[src/rtl/ir_cap_pkg.sv]
package ir_cap_pkg;
  typedef enum logic [1:0] {
    ST_OFF   = 2'd0,
    ST_ARMED = 2'd1,
    ST_LOW   = 2'd2,
    ST_HIGH  = 2'd3
  } cap_state_e;
endpackage

[src/rtl/ir_tick_gen.sv]
module ir_tick_gen #(
  parameter int FREQ_W  = 7,
  parameter int UNIT_US = 10
) (
  input  logic              clk,
  input  logic              rst_n,
  input  logic              run,
  input  logic [FREQ_W-1:0] freq_m1,
  output logic              us_tick,
  output logic              unit_tick
);
  localparam int UW = (UNIT_US > 1) ? $clog2(UNIT_US) : 1;
  localparam logic [UW-1:0] US_LAST = UW'(UNIT_US - 1);

  logic [FREQ_W-1:0] cyc_q, cyc_d;
  logic [UW-1:0]     us_q, us_d;

  assign us_tick   = run && (cyc_q >= freq_m1);
  assign unit_tick = us_tick && (us_q == US_LAST);

  always_comb begin
    cyc_d = cyc_q;
    us_d  = us_q;
    if (!run) begin
      cyc_d = '0;
      us_d  = '0;
    end else if (us_tick) begin
      cyc_d = '0;
      us_d  = (us_q == US_LAST) ? '0 : us_q + 1'b1;
    end else begin
      cyc_d = cyc_q + 1'b1;
    end
  end

  always_ff @(posedge clk or negedge rst_n) begin
    if (!rst_n) begin
      cyc_q <= '0;
      us_q  <= '0;
    end else begin
      cyc_q <= cyc_d;
      us_q  <= us_d;
    end
  end

  // with a divisor above one, microsecond ticks are never adjacent
  assert_tick_spacing_R1: assert property (@(posedge clk) disable iff (!rst_n)
    (us_tick && freq_m1 != '0) |=> (!us_tick || freq_m1 == '0));
endmodule

[src/rtl/ir_glitch_filter.sv]
module ir_glitch_filter #(
  parameter int SYNC_STAGES = 2,
  parameter int UNIT_US     = 10
) (
  input  logic clk,
  input  logic rst_n,
  input  logic line_async,
  input  logic us_tick,
  output logic level,
  output logic fall,
  output logic rise
);
  localparam int CW = $clog2(UNIT_US + 1);
  localparam logic [CW-1:0] CNT_LAST = CW'(UNIT_US - 1);

  logic [SYNC_STAGES-1:0] sync_q;
  logic                   raw_s;
  logic [CW-1:0]          cnt_q, cnt_d;
  logic                   level_q, level_d;
  logic                   fall_q, fall_d, rise_q, rise_d;

  // synchroniser chain, reset to the idle (high) level
  always_ff @(posedge clk or negedge rst_n) begin
    if (!rst_n) sync_q <= '1;
    else        sync_q <= {sync_q[SYNC_STAGES-2:0], line_async};
  end
  assign raw_s = sync_q[SYNC_STAGES-1];

  always_comb begin
    cnt_d   = cnt_q;
    level_d = level_q;
    fall_d  = 1'b0;
    rise_d  = 1'b0;
    if (raw_s == level_q) begin
      cnt_d = '0;
    end else if (us_tick) begin
      if (cnt_q == CNT_LAST) begin
        level_d = raw_s;
        cnt_d   = '0;
        fall_d  = !raw_s;
        rise_d  = raw_s;
      end else begin
        cnt_d = cnt_q + 1'b1;
      end
    end
  end

  always_ff @(posedge clk or negedge rst_n) begin
    if (!rst_n) begin
      cnt_q   <= '0;
      level_q <= 1'b1;
      fall_q  <= 1'b0;
      rise_q  <= 1'b0;
    end else begin
      cnt_q   <= cnt_d;
      level_q <= level_d;
      fall_q  <= fall_d;
      rise_q  <= rise_d;
    end
  end

  assign level = level_q;
  assign fall  = fall_q;
  assign rise  = rise_q;

  // the filtered level only moves on a microsecond tick
  assert_level_on_tick_R6: assert property (@(posedge clk) disable iff (!rst_n)
    !$stable(level_q) |-> $past(us_tick));
  // an edge pulse always agrees with the new filtered level
  assert_edge_matches_R6: assert property (@(posedge clk) disable iff (!rst_n)
    fall_q |-> !level_q);
endmodule

[src/rtl/ir_symbol_fsm.sv]
module ir_symbol_fsm
  import ir_cap_pkg::*;
#(
  parameter int DUR_W = 16
) (
  input  logic               clk,
  input  logic               rst_n,
  input  logic               enable,
  input  logic               start,
  input  logic               fall,
  input  logic               rise,
  input  logic               unit_tick,
  input  logic [DUR_W-1:0]   max_width,
  output logic               sym_valid,
  output logic [2*DUR_W-1:0] sym_data,
  output logic               sym_end,
  output logic               timeout_evt
);
  localparam logic [DUR_W-1:0] DUR_MAX = {DUR_W{1'b1}};

  cap_state_e         state_q, state_d;
  logic [DUR_W-1:0]   low_q, low_d, high_q, high_d;
  logic               valid_q, valid_d, end_q, end_d, to_q, to_d;
  logic [2*DUR_W-1:0] data_q, data_d;
  logic [DUR_W:0]     sum_w;
  logic               limit_hit;

  assign sum_w     = {1'b0, low_q} + {1'b0, high_q};
  assign limit_hit = (sum_w >= {1'b0, max_width});

  always_comb begin
    state_d = state_q;
    low_d   = low_q;
    high_d  = high_q;
    valid_d = 1'b0;
    end_d   = 1'b0;
    to_d    = 1'b0;
    data_d  = data_q;
    if (!enable) begin
      state_d = ST_OFF;
      low_d   = '0;
      high_d  = '0;
    end else begin
      unique case (state_q)
        ST_OFF: begin
          if (start) state_d = ST_ARMED;
        end
        ST_ARMED: begin
          if (fall) begin
            state_d = ST_LOW;
            low_d   = '0;
            high_d  = '0;
          end
        end
        ST_LOW: begin
          if (rise) begin
            state_d = ST_HIGH;
          end else if (unit_tick && low_q != DUR_MAX) begin
            low_d = low_q + 1'b1;
          end
        end
        ST_HIGH: begin
          if (limit_hit) begin
            valid_d = 1'b1;
            end_d   = 1'b1;
            to_d    = 1'b1;
            data_d  = {high_q, low_q};
            state_d = ST_ARMED;
          end else if (fall) begin
            valid_d = 1'b1;
            data_d  = {high_q, low_q};
            state_d = ST_LOW;
            low_d   = '0;
            high_d  = '0;
          end else if (unit_tick && high_q != DUR_MAX) begin
            high_d = high_q + 1'b1;
          end
        end
        default: state_d = ST_OFF;
      endcase
    end
  end

  always_ff @(posedge clk or negedge rst_n) begin
    if (!rst_n) begin
      state_q <= ST_OFF;
      low_q   <= '0;
      high_q  <= '0;
      valid_q <= 1'b0;
      end_q   <= 1'b0;
      to_q    <= 1'b0;
      data_q  <= '0;
    end else begin
      state_q <= state_d;
      low_q   <= low_d;
      high_q  <= high_d;
      valid_q <= valid_d;
      end_q   <= end_d;
      to_q    <= to_d;
      data_q  <= data_d;
    end
  end

  assign sym_valid   = valid_q;
  assign sym_data    = data_q;
  assign sym_end     = end_q;
  assign timeout_evt = to_q;

  // a symbol strobe never lasts two cycles
  assert_valid_pulse_R10: assert property (@(posedge clk) disable iff (!rst_n)
    valid_q |=> !valid_q);
  // a timeout event comes with a stream-end symbol
  assert_timeout_with_end_R4: assert property (@(posedge clk) disable iff (!rst_n)
    to_q |-> (valid_q && end_q));
  // a stream-end symbol has reached the limit
  assert_end_reaches_limit_R4: assert property (@(posedge clk) disable iff (!rst_n)
    (valid_q && end_q) |-> (({1'b0, data_q[2*DUR_W-1:DUR_W]} + {1'b0, data_q[DUR_W-1:0]})
                             >= {1'b0, $past(max_width)}));
  // a saturated low count stays saturated
  assert_low_saturates_R7: assert property (@(posedge clk) disable iff (!rst_n)
    (enable && state_q == ST_LOW && !rise && low_q == DUR_MAX) |=> (low_q == DUR_MAX));
  // no symbol follows a cycle with the engine disabled
  assert_off_silent_R9: assert property (@(posedge clk) disable iff (!rst_n)
    !enable |=> !valid_q);
endmodule

[src/rtl/ir_symbol_capture.sv]
module ir_symbol_capture #(
  parameter int FREQ_W      = 7,
  parameter int DUR_W       = 16,
  parameter int UNIT_US     = 10,
  parameter int SYNC_STAGES = 2
) (
  input  logic               clk,
  input  logic               rst_n,
  input  logic               ir_rx_n,
  input  logic               enable,
  input  logic               start,
  input  logic [FREQ_W-1:0]  freq_mhz_m1,
  input  logic [DUR_W-1:0]   max_width,
  output logic               sym_valid,
  output logic [2*DUR_W-1:0] sym_data,
  output logic               sym_end,
  output logic               timeout_evt
);
  logic us_tick, unit_tick;
  logic line_lvl, line_fall, line_rise;

  ir_tick_gen #(
    .FREQ_W (FREQ_W),
    .UNIT_US(UNIT_US)
  ) u_tick (
    .clk      (clk),
    .rst_n    (rst_n),
    .run      (enable),
    .freq_m1  (freq_mhz_m1),
    .us_tick  (us_tick),
    .unit_tick(unit_tick)
  );

  ir_glitch_filter #(
    .SYNC_STAGES(SYNC_STAGES),
    .UNIT_US    (UNIT_US)
  ) u_filt (
    .clk       (clk),
    .rst_n     (rst_n),
    .line_async(ir_rx_n),
    .us_tick   (us_tick),
    .level     (line_lvl),
    .fall      (line_fall),
    .rise      (line_rise)
  );

  ir_symbol_fsm #(
    .DUR_W(DUR_W)
  ) u_fsm (
    .clk        (clk),
    .rst_n      (rst_n),
    .enable     (enable),
    .start      (start),
    .fall       (line_fall),
    .rise       (line_rise),
    .unit_tick  (unit_tick),
    .max_width  (max_width),
    .sym_valid  (sym_valid),
    .sym_data   (sym_data),
    .sym_end    (sym_end),
    .timeout_evt(timeout_evt)
  );

  // edges seen by the engine alternate with the filtered level
  assert_rise_level_R2: assert property (@(posedge clk) disable iff (!rst_n)
    line_rise |-> line_lvl);
endmodule

[config.mk]
export PLATFORM = sky130hd
export DESIGN_NAME = ir_symbol_capture
export DESIGN_NICKNAME = d
export VERILOG_FILES = /design/src/rtl/ir_cap_pkg.sv /design/src/rtl/ir_tick_gen.sv /design/src/rtl/ir_glitch_filter.sv /design/src/rtl/ir_symbol_fsm.sv /design/src/rtl/ir_symbol_capture.sv
export SDC_FILE = /design/constraint.sdc
export NUM_CORES = 1
export LEC_CHECK = 0
export BUFFER_PORTS_ARGS = -buffer_cell sky130_fd_sc_hd__buf_2
export CAP_MARGIN = 10
export CORE_ASPECT_RATIO = 0.6
export CORE_UTILIZATION = 53
export DETAILED_ROUTE_END_ITERATION = 6
export HOLD_SLACK_MARGIN = 0.06
export PLACE_DENSITY = 0.76
export SETUP_SLACK_MARGIN = 0.15
export SLEW_MARGIN = 20
export SYNTH_ARGS = -nofsm -noshare
export SYNTH_HDL_FRONTEND = slang
export SYNTH_SLANG_ARGS = --single-unit
[constraint.sdc]
create_clock -name clk -period 4.56 [get_ports clk]
set_clock_uncertainty 0.05 [all_clocks]
set_input_delay 0.228 -clock clk [delete_from_list [all_inputs] [get_ports clk]]
set_output_delay 0.228 -clock clk [all_outputs]
set_load 0.05 [all_outputs]
==> results of run 1 <==
power by group:
part	internal, µW	switching [µW]
Sequential	786	6.00
Combinational	31.8	55.3
Clock	437	329
state kept, by name, indices dropped and copies added, names as in the netlist:
signal and count:
u_fsm.state_q 2, u_fsm.high_q 16, u_filt.rise 1, u_fsm.low_q 16, u_filt.sync_q 2, u_tick.us_q 4, u_fsm.timeout_evt 1, u_fsm.sym_valid 1
u_fsm.sym_data 32, u_filt.cnt_q 4, u_tick.cyc_q 7, u_filt.fall 1, u_filt.level 1
per-layer routing:
layer	vias up	part of all wire, %	global-route usage [%]
met4	0	1.0	6.279
met3	21	7.6	7.008
met2	184	44	41.64
met5	-	0	0
li1	2163	-	-
met1	2206	47	38.58
area by class of cell:
type | count | area share, %
multi-input cells | 402 | 47.36
flip-flops and latches | 88 | 34.17
repair buffers | 91 | 8.547
clock buffers | 9 | 3.488
well taps | 135 | 2.616
inverters | 43 | 2.500
clock inverters | 7 | 1.318
per-stage QoR:
step	cells	setup slack [ps]	TNS (ps)	hold WS, ps	utilization (%)
floorplan	545	268.3	0	-117.6	-
global placement	750	-32.16	-94.82	32.48	60.54
detailed placement	750	-327.2	-4616	33.22	60.54
CTS	770	157.1	0	108.0	64.32
global route	775	65.30	0	130.1	65.58
finish	775	192.8	0	119.1	65.58
worst paths after layout:
path,startpoint,end,slack (ps),depth (start not counted)
min in group asynchronous,rst_n,u_fsm.sym_data[7],220,2
worst max register to register,u_fsm.high_q[1],u_fsm.low_q[6],190,18
worst min register to register,u_filt.sync_q[0],u_filt.sync_q[1],310,0
worst max-delay path,u_fsm.high_q[1],u_fsm.low_q[6],190,18
worst min-delay path,start,u_fsm.state_q[0],120,3
max in group asynchronous,rst_n,u_filt.cnt_q[2],3090,3
worst max-delay path, stage by stage (launching register included):
cell and delay, ps:
dfrtp_1 390, ha_1 310, a21o_1 170, a21oi_2 180, o2111ai_2 160, a21o_1 240
o41ai_4 290, o221ai_2 140, xnor2_1 140, ha_1 320, nand2_2 70, a2111oi_4 370
a2111oi_2 80, o311a_1 340, o22a_4 250, buf_4 150, o211ai_4 280, mux2i_1 240
nor3_1 70
cell usage in the layout, fill, tap and decap left out, types with 17 or more instances in the layout:
| cell type | Yosys | routed |
|---|---|---|
| buf_4 | 3 | 26 |
| dfrtp_1 | 85 | 85 |
| inv_1 | 43 | 43 |
| mux2_2 | 24 | 24 |
| o21ai_0 | 38 | 37 |
| xnor2_1 | 19 | 19 |
| and3_1 | 17 | 17 |
| buf_2 | 5 | 61 |
| ha_1 | 46 | 46 |
| a21oi_1 | 30 | 25 |
| nand2_1 | 40 | 39 |
| nor2_1 | 39 | 38 |
kinds of logic after synthesis:
| family | count (synthesis) | share of synthesized area (%) |
|---|---|---|
| compound gates | 137 | 17.72 |
| mux | 36 | 7.417 |
| flops | 88 | 40.99 |
| buf+inv | 55 | 4.371 |
| fa+ha+maj | 47 | 11.07 |
| simple gates | 159 | 14.69 |
| xor+xnor | 23 | 3.743 |
what timing repair did:
| item | in CTS | in global routing |
|---|---|---|
| hold endpoints to repair | 15 | 0 |
| cloned | 0 | 0 |
| buffers inserted | 2 | 5 |
| pin swaps | 2 | 5 |
| endpoints found under the setup margin | 62 | 64 |
| hold buffers | 2 | 0 |
| gates resized for setup | 8 | 18 |
==> metrics.txt, run 1 <==
outcome complete, no violations; Root Driver clkbuf_16; H-tree Lvls 3; EDFF count, synth 0; layout cell share with drive strength beyond 1 25.78%; worst vdd ir 205.6 µV; Site Rows 28; synth unique cells 62; share of the synthesized area in the top cell type 39.53%; Post-DRT Antenna Nets 0; drt initial violations 348; Final Setup Violations 0; slew margin rel. 37.86%; # fillers 798; Max Fclk 229.0 MHz; worst endpoint required time 4720 ps; Die Area 0.01057 mm²; post-synth top area cell dfrtp_1; Tot Pwr 1645 µW; Post-Layout Inst Area 0.006456 mm²; DP HPWL 10.20 mm; RSZ-0062 raised after global routing true; vias per std cell 5.902; number of synthesized register bits 88; Slew Viols, Final 0; vias in the first global route 4412; I/O pins 63; clk_lat worst skew 340 ps; Ant. Diodes 0; synth warn 0; antenna violations before repair 0; drt drc 0; area occupied by multi-input gates 0.003058 mm²; Worst setup EP type flop; TritonCTS Buffers 9; syn nets 620; gr ovfl total 0; Post-DP Area 0.005959 mm²; GRT Overall Usage 27.19%; clock sink count 88; Reg clk slew, reported paths 70 ps; final wirelength 13.72 mm; worst slew pin tran 932.2 ps; TritonCTS clock tree built; CORE AREA 0.009844 mm²; Leak 0.003255 µW; First-pass DRT Iterations 5; RePlAce Congestion 0.8564; largest net degree at the start of global routing 75; wire per inst 17.71 µm; final worst path period share 95.77%; FF+latch area 0.002206 mm²; area grow syn2layout 19.97%; critical path launch point type flop; vias post-DR 4574; Syn Std Cell Area 0.005381 mm²; most common cell in the netlist dfrtp_1; WP data arrival 4530 ps; clock buffer depth 2; critical path peak fanout 6; DIE HEIGHT 80.05 µm; P per Cell Area 254.8 mW/mm²; synth cell count leaders 85 x dfrtp_1, 46 x ha_1, 43 x inv_1; Die Wd 132.1 µm; Initial Util 54.66%; sequential-to-total area share from yosys stat 40.99%; top cells by area, synth dfrtp_1 40%, ha_1 11%, mux2_2 5.0%; max-cap violation count 0; Final min period 4367 ps; Synth Area per Inst 9.874 µm²; Async SR Flop Fraction 100.0%; Buffers on Ports 62; first-pass GRT wire length 22.28 mm; ys flop type dfrtp_1; Crit Path Class reg2reg; HP Class in2reg; Final Hold Fails 0; cells after synthesis 545; Nets 710
No activity file was read; power rests on OpenSTA's default activity.
==> inputs of run 2 (changes only) <==
CELL_PAD_IN_SITES_DETAIL_PLACEMENT = 2   (was unset)
CELL_PAD_IN_SITES_GLOBAL_PLACEMENT = 2   (was unset)
CORE_UTILIZATION = 34   (was 53)
PLACE_DENSITY = unset   (was 0.76)
PLACE_DENSITY_LB_ADDON = 0.1   (was unset)
==> run 2 against run 1 <==
  * The flow now finishes with violations (setup timing)
  * First-iteration DRC count is 45% lower
  * Total power increased by 2.1%
  * Utilization is 19 points lower
  * Combinational power is 19% higher
  * Routed wire length grew 41%
  * Largest power group unchanged
  * Highest routed layer unchanged
==> metrics.txt, run 2 (synthesis results as in run 1) <==
outcome finished with violations; failing checks setup timing; clk_lat worst skew 350 ps (about the same); critical path peak fanout 4 (-2); Final min period 4631 ps (+263.9 ps); vias in the first global route 5148 (+17%); I/O pins 63 (unchanged); first-pass GRT wire length 28.87 mm (+30%); Die Wd 164.4 µm (+24%); clock sink count 88 (unchanged); Ant. Diodes 0 (unchanged); First-pass DRT Iterations 4 (-1); Largest stage delay, worst path 520 ps (+130 ps); final wirelength 19.31 mm (+41%); TritonCTS Buffers 9 (unchanged); most common cell after layout, fill and taps aside dfrtp_1; Non-Filler Instances 875 (+13%); Die Area 0.01635 mm² (+55%); DP HPWL 13.47 mm (+32%); Place WS -584.9 ps (-257.7 ps); P per Cell Area 235.1 mW/mm² (-7.8%); HP Class in2reg; vias post-DR 4794 (+4.8%); final worst path period share 101.6% (+5.8 points); antenna violations before repair 0 (unchanged); Max Fclk 215.9 MHz (-5.7%); met1 usage 33.18% (-5.4 points); Worst setup EP type flop; worst vdd ir 154.6 µV (-25%); setup TNS -204.0 ps (-204.0 ps); Site Rows 35 (+25%); Buffers on Ports 62 (unchanged); drt drc 0 (unchanged); Crit Path Class reg2reg; RSZ-0062 raised after global routing true; largest net degree at the start of global routing 60 (-20%); Initial Util 34.91% (-20 points); placed cells 836 (+11%); GRT met2 Usage 37.72% (-3.9 points); slew margin rel. 28.35% (-9.5 points); GRT Overall Usage 23.43% (-3.8 points); drt initial violations 193 (-45%); clock buffer depth 2 (unchanged); Tot Pwr 1680 µW (+2.1%); WP data arrival 4850 ps (+320 ps); worst hold stages 3 (unchanged); busiest grt layer met2; layout cell share with drive strength beyond 1 33.78% (+8.0 points); worst endpoint required time 4780 ps (+60 ps); worst slew pin tran 1068 ps (+135.5 ps); vias per std cell 5.479 (-7.2%); max-cap violation count 0 (unchanged); Post-DRT Antenna Nets 0 (unchanged); H-tree Lvls 3 (unchanged); gr ovfl total 0 (unchanged); Root Driver clkbuf_16; critical path launch point type flop; wire per inst 22.07 µm (+25%); Final Core Density 46.36% (-19 points); number of flip-flops in the largest register 32 (unchanged); R2R cell count 22 (+4); sequence of cells on the critical path ha_1 -> a21o_1 -> a21oi_4 -> buf_6 -> o2111ai_4 -> a21o_1 -> o41ai_4 -> buf_4 -> o21bai_1 -> a21oi_1 -> xnor2_1 -> ha_1 -> o21a_1 -> a21oi_2 -> o311a_1 -> o22a_4 -> buf_8 -> buf_12 -> buf_12 -> nor2_4 -> or4_4 -> a21oi_2; fin worst setup slack -71.11 ps (-263.9 ps); Reg clk slew, reported paths 70 ps (about the same); crit path max-delay cell type or4_4; Slew Viols, Final 0 (unchanged); area grow syn2layout 32.81%; CORE AREA 0.01541 mm² (+57%); Final Setup Violations 8 (+8); Final Hold Fails 0 (unchanged); Nets 742 (+4.5%); commonest cells after routing, fill and taps aside 85 x dfrtp_1, 61 x buf_2, 46 x ha_1; RePlAce Congestion 0.8099 (-5.4%); TritonCTS clock tree built; # fillers 1595 (+100%); GRT met3 Usage 3.753% (-3.3 points); DIE HEIGHT 99.45 µm (+24%); Leak 0.003568 µW (+9.6%)
==> run 2: cell count changes in the layout (fill, tap and decap cells not counted), moves of 6 or more <==
cell / delta
buf_4: +10
o21ai_0: -21
buf_6: +15
o31ai_1: -8
o31ai_2: +6
o21ai_1: +11
o21ai_2: +8
==> run 2: power breakdown <==
part           switching, µW  internal [µW]
combinational           66.6           37.0
sequential              6.27            786
clock                    325            459
total                    398           1280
==> run 2: critical path: cells and delay by family, from the launching register on <==
| family | cells | cell delay, ps |
|---|---|---|
| AO/OA/AOI/OAI | 12 | 2180 |
| buffers and inverters | 5 | 640 |
| adder cells (fa/ha/maj) | 2 | 620 |
| AND/OR/NAND/NOR | 2 | 550 |
| XOR/XNOR | 1 | 90 |
| flip-flops | 1 | 390 |
==> run 2: stage by stage <==
step,cell area [µm²],hold WS (ps)
2_1_floorplan,5381,-117.6
3_5_place_dp,6205,128.9
4_1_cts,6817,124.0
3_3_place_gp,6205,122.8
5_1_grt,7147,152.8
6_report,7147,121.8
==> run 2: final cells by class <==
type	instances	area, µm²	area share, %
Clock inverter	5	62.56	0.8754
Tap cell	203	254.0	3.554
Sequential cell	88	2206	30.86
Inverter	43	161.4	2.258
Clock buffer	11	252.7	3.536
Multi-Input combinational cell	402	3294	46.10
Timing Repair Buffer	123	915.9	12.82
==> run 2: final timing paths <==
| kind | startpoint | end | slack (ps) |
|---|---|---|---|
| setup / recovery | u_fsm.high_q[1] | u_fsm.low_q[15] | -70 |
| hold / removal | start | u_fsm.state_q[0] | 120 |
| setup reg to reg | u_fsm.high_q[1] | u_fsm.low_q[15] | -70 |
| hold reg to reg | u_filt.sync_q[0] | u_filt.sync_q[1] | 310 |
| max in group asynchronous | rst_n | u_fsm.sym_data[20] | 3010 |
| min in group asynchronous | rst_n | u_tick.cyc_q[5] | 300 |
==> run 2: timing repair <==
action	4_1_cts	5_1_grt
resized for setup	40	76
pin swaps	32	34
buffers inserted	12	6
hold buffers	2	0
gates cloned	0	3
endpoints found under the hold margin	30	0
setup endpoints to repair	68	68
==> run 2: metal layers <==
metal / vias up / routed length (µm)
met5: - / 0
met4: 0 / 239
met3: 22 / 574
met2: 82 / 9122
met1: 2458 / 9370
li1: 2232 / -
==> inputs of run 3 (changes only) <==
BUFFER_PORTS_ARGS = unset   (was -buffer_cell sky130_fd_sc_hd__buf_2)
CORE_UTILIZATION = 37   (was 34)
DONT_BUFFER_PORTS = 1   (was unset)
==> run 3 against run 2 <==
  * The flow now finishes without violations
  * Sequential power barely moved
  * Design area fell by 6.4%
  * Count of clock-buffer cells in the layout fell by 1
  * Final cell count fell by 8.2%
  * Via count fell by 4.1%
  * Sequential share of layout area rose by 2.1 points
  * First-iteration DRC count fell by 9.3%
  * Combinational power fell by 11%
  * Largest power group unchanged
==> metrics.txt, run 3 (synthesis results as in run 1) <==
critical path launch point type flop; clock sink count 88 (unchanged); worst vdd ir 128.8 µV (-17%); Post-DP Area 0.005831 mm² (-6.0%); worst reg2reg endpoint u_fsm.low_q[3]; Final Core Density 48.05% (+1.7 points); worst endpoint required time 4760 ps (-20 ps); most common cell after layout, fill and taps aside dfrtp_1; reg2reg setup slack 100 ps (+170 ps); I/O pins 63 (unchanged); vias per std cell 5.725 (+4.5%); outcome complete, no violations; worst slew pin tran 970.9 ps (-96.72 ps); Die Area 0.01505 mm² (-8.0%); first-pass GRT wire length 28.70 mm (-0.57%); critical path peak fanout 13 (+9); Final Hold Fails 0 (unchanged); Nets 681 (-8.2%); CORE AREA 0.01391 mm² (-9.7%); Initial Util 38.67% (+3.8 points); Crit Path Class reg2reg; RePlAce Congestion 0.7892 (-2.6%); wire per inst 23.92 µm (+8.4%); Worst setup EP type flop; R2R cell count 21 (-4.5%); number of flip-flops in the largest register 32 (unchanged); WP data arrival 4660 ps (-190 ps); commonest cells after routing, fill and taps aside 85 x dfrtp_1, 45 x ha_1, 42 x buf_4; First-pass DRT Iterations 4 (unchanged); max-cap violation count 0 (unchanged); GRT Overall Usage 25.69% (+2.3 points); Leak 0.003145 µW (-12%); setup TNS 0 ps (+204.0 ps); Buffers on Ports 0 (-100%); TritonCTS Buffers 9 (unchanged); P per Cell Area 247.4 mW/mm² (+5.3%); Final Setup Violations 0 (-8); slew margin rel. 35.03% (+6.7 points); DIE HEIGHT 95.42 µm (-4.1%); final worst path period share 97.75% (-3.8 points); Site Rows 33 (-5.7%); # fillers 1463 (-8.3%); fin worst setup slack 102.4 ps (+173.5 ps); Ant. Diodes 0 (unchanged); Post-Layout Inst Area 0.006686 mm² (-6.4%); Place WS -349.0 ps (+236.0 ps); vias post-DR 4597 (-4.1%); drt drc 0 (unchanged); drt initial violations 175 (-9.3%); clk_lat worst skew 340 ps (about the same); gr ovfl total 0 (unchanged); Final min period 4458 ps (-173.5 ps); H-tree Lvls 3 (unchanged); layout cell share with drive strength beyond 1 26.35% (-7.4 points); Slew Viols, Final 0 (unchanged); r2r startpoint u_fsm.high_q[1]; area grow syn2layout 24.25%; HP Class in2reg; Die Wd 157.7 µm (-4.1%); Max Fclk 224.3 MHz (+3.9%); Root Driver clkbuf_16; RSZ-0062 raised after global routing true; TritonCTS clock tree built; largest net degree at the start of global routing 89 (+48%); vias in the first global route 5042 (-2.1%); Reg clk slew, reported paths 70 ps (about the same); DP HPWL 13.20 mm (-2.0%); CP startpoint u_fsm.high_q[1]; Post-DRT Antenna Nets 0 (unchanged); antenna violations before repair 0 (unchanged); clock buffer depth 2 (unchanged); crit path to u_fsm.low_q[3]; final wirelength 19.21 mm (-0.52%)
-- run 3: cell types whose count changed in the layout (fill, tap and decap cells not counted), moves of 5 or more --
cell,change
a21oi_2,+5
o21ai_0,+13
buf_2,-60
o21ai_2,-5
o21ai_1,-9
buf_4,+6
-- run 3: how the worst min path moves through the flow --
stage,from,end,slack (ps),cells past startpoint
6_report,enable,u_filt.cnt_q[0],80,3
5_1_grt,enable,u_filt.cnt_q[0],100,3
4_1_cts,enable,u_filt.cnt_q[0],70,3
3_5_place_dp,rst_n,u_fsm.sym_data[26],-120,0
3_3_place_gp,rst_n,u_fsm.sym_valid,-120,0
2_1_floorplan,rst_n,u_filt.cnt_q[0],-120,0
-- run 3: stage by stage --
stage / power (µW) / hold WS [ps] / cells
floorplan: 845.8 / -117.6 / 545
global placement: 858.7 / -115.6 / 760
detailed placement: 863.5 / -115.8 / 760
CTS: 1661 / 68.48 / 796
global route: 1704 / 97.52 / 803
finish: 1654 / 80.66 / 803
-- run 3: cell type report --
type                       count  area [µm²]  area share (%)
multi-input combinational    402        3222           48.18
sequential                    88        2206           32.99
timing repair buffer          62       558.0           8.346
tap                          192       240.2           3.593
clock buffer                  10       229.0           3.424
inverter                      43       163.9           2.451
clock inverter                 6       67.56           1.010
-- run 3: critical path, cell delays in order, from the launching register on --
cell and delay, ps:
dfrtp_1 400, buf_4 140, buf_6 120, inv_4 50
fa_2 210, nor2b_2 50, o21a_4 230, a311oi_4 320
o211ai_1 240, a21oi_2 220, o21bai_1 90, a21oi_1 180
xnor2_1 100, ha_1 310, buf_4 110, nand4_1 110
o311a_1 390, o22a_4 210, buf_4 140, o21ai_4 240
nor2_4 160, nor3_1 280
-- run 3: repair_timing --
| action | CTS | global route |
|---|---|---|
| pin swaps | 35 | 25 |
| hold buffers | 5 | 0 |
| buffers inserted | 14 | 6 |
| cloned | 1 | 1 |
| gates resized for setup | 40 | 42 |
| hold endpoints to repair | 91 | 0 |
| endpoints found under the setup margin | 67 | 67 |
-- run 3: where the power goes --
| part | switching, µW | internal (µW) | total [µW] |
|---|---|---|---|
| combinational | 60.8 | 31.6 | 92.4 |
| clock | 339 | 429 | 768 |
| sequential | 8.61 | 786 | 794 |
-- run 3: routing by layer --
layer  track usage, %  vias to the layer above  wire [µm]
li1                 -                     2093          -
met4            5.663                        0        165
met1            35.28                     2394       8888
met5                0                        -          0
met3            5.273                       17        953
met2            41.67                       93       9199
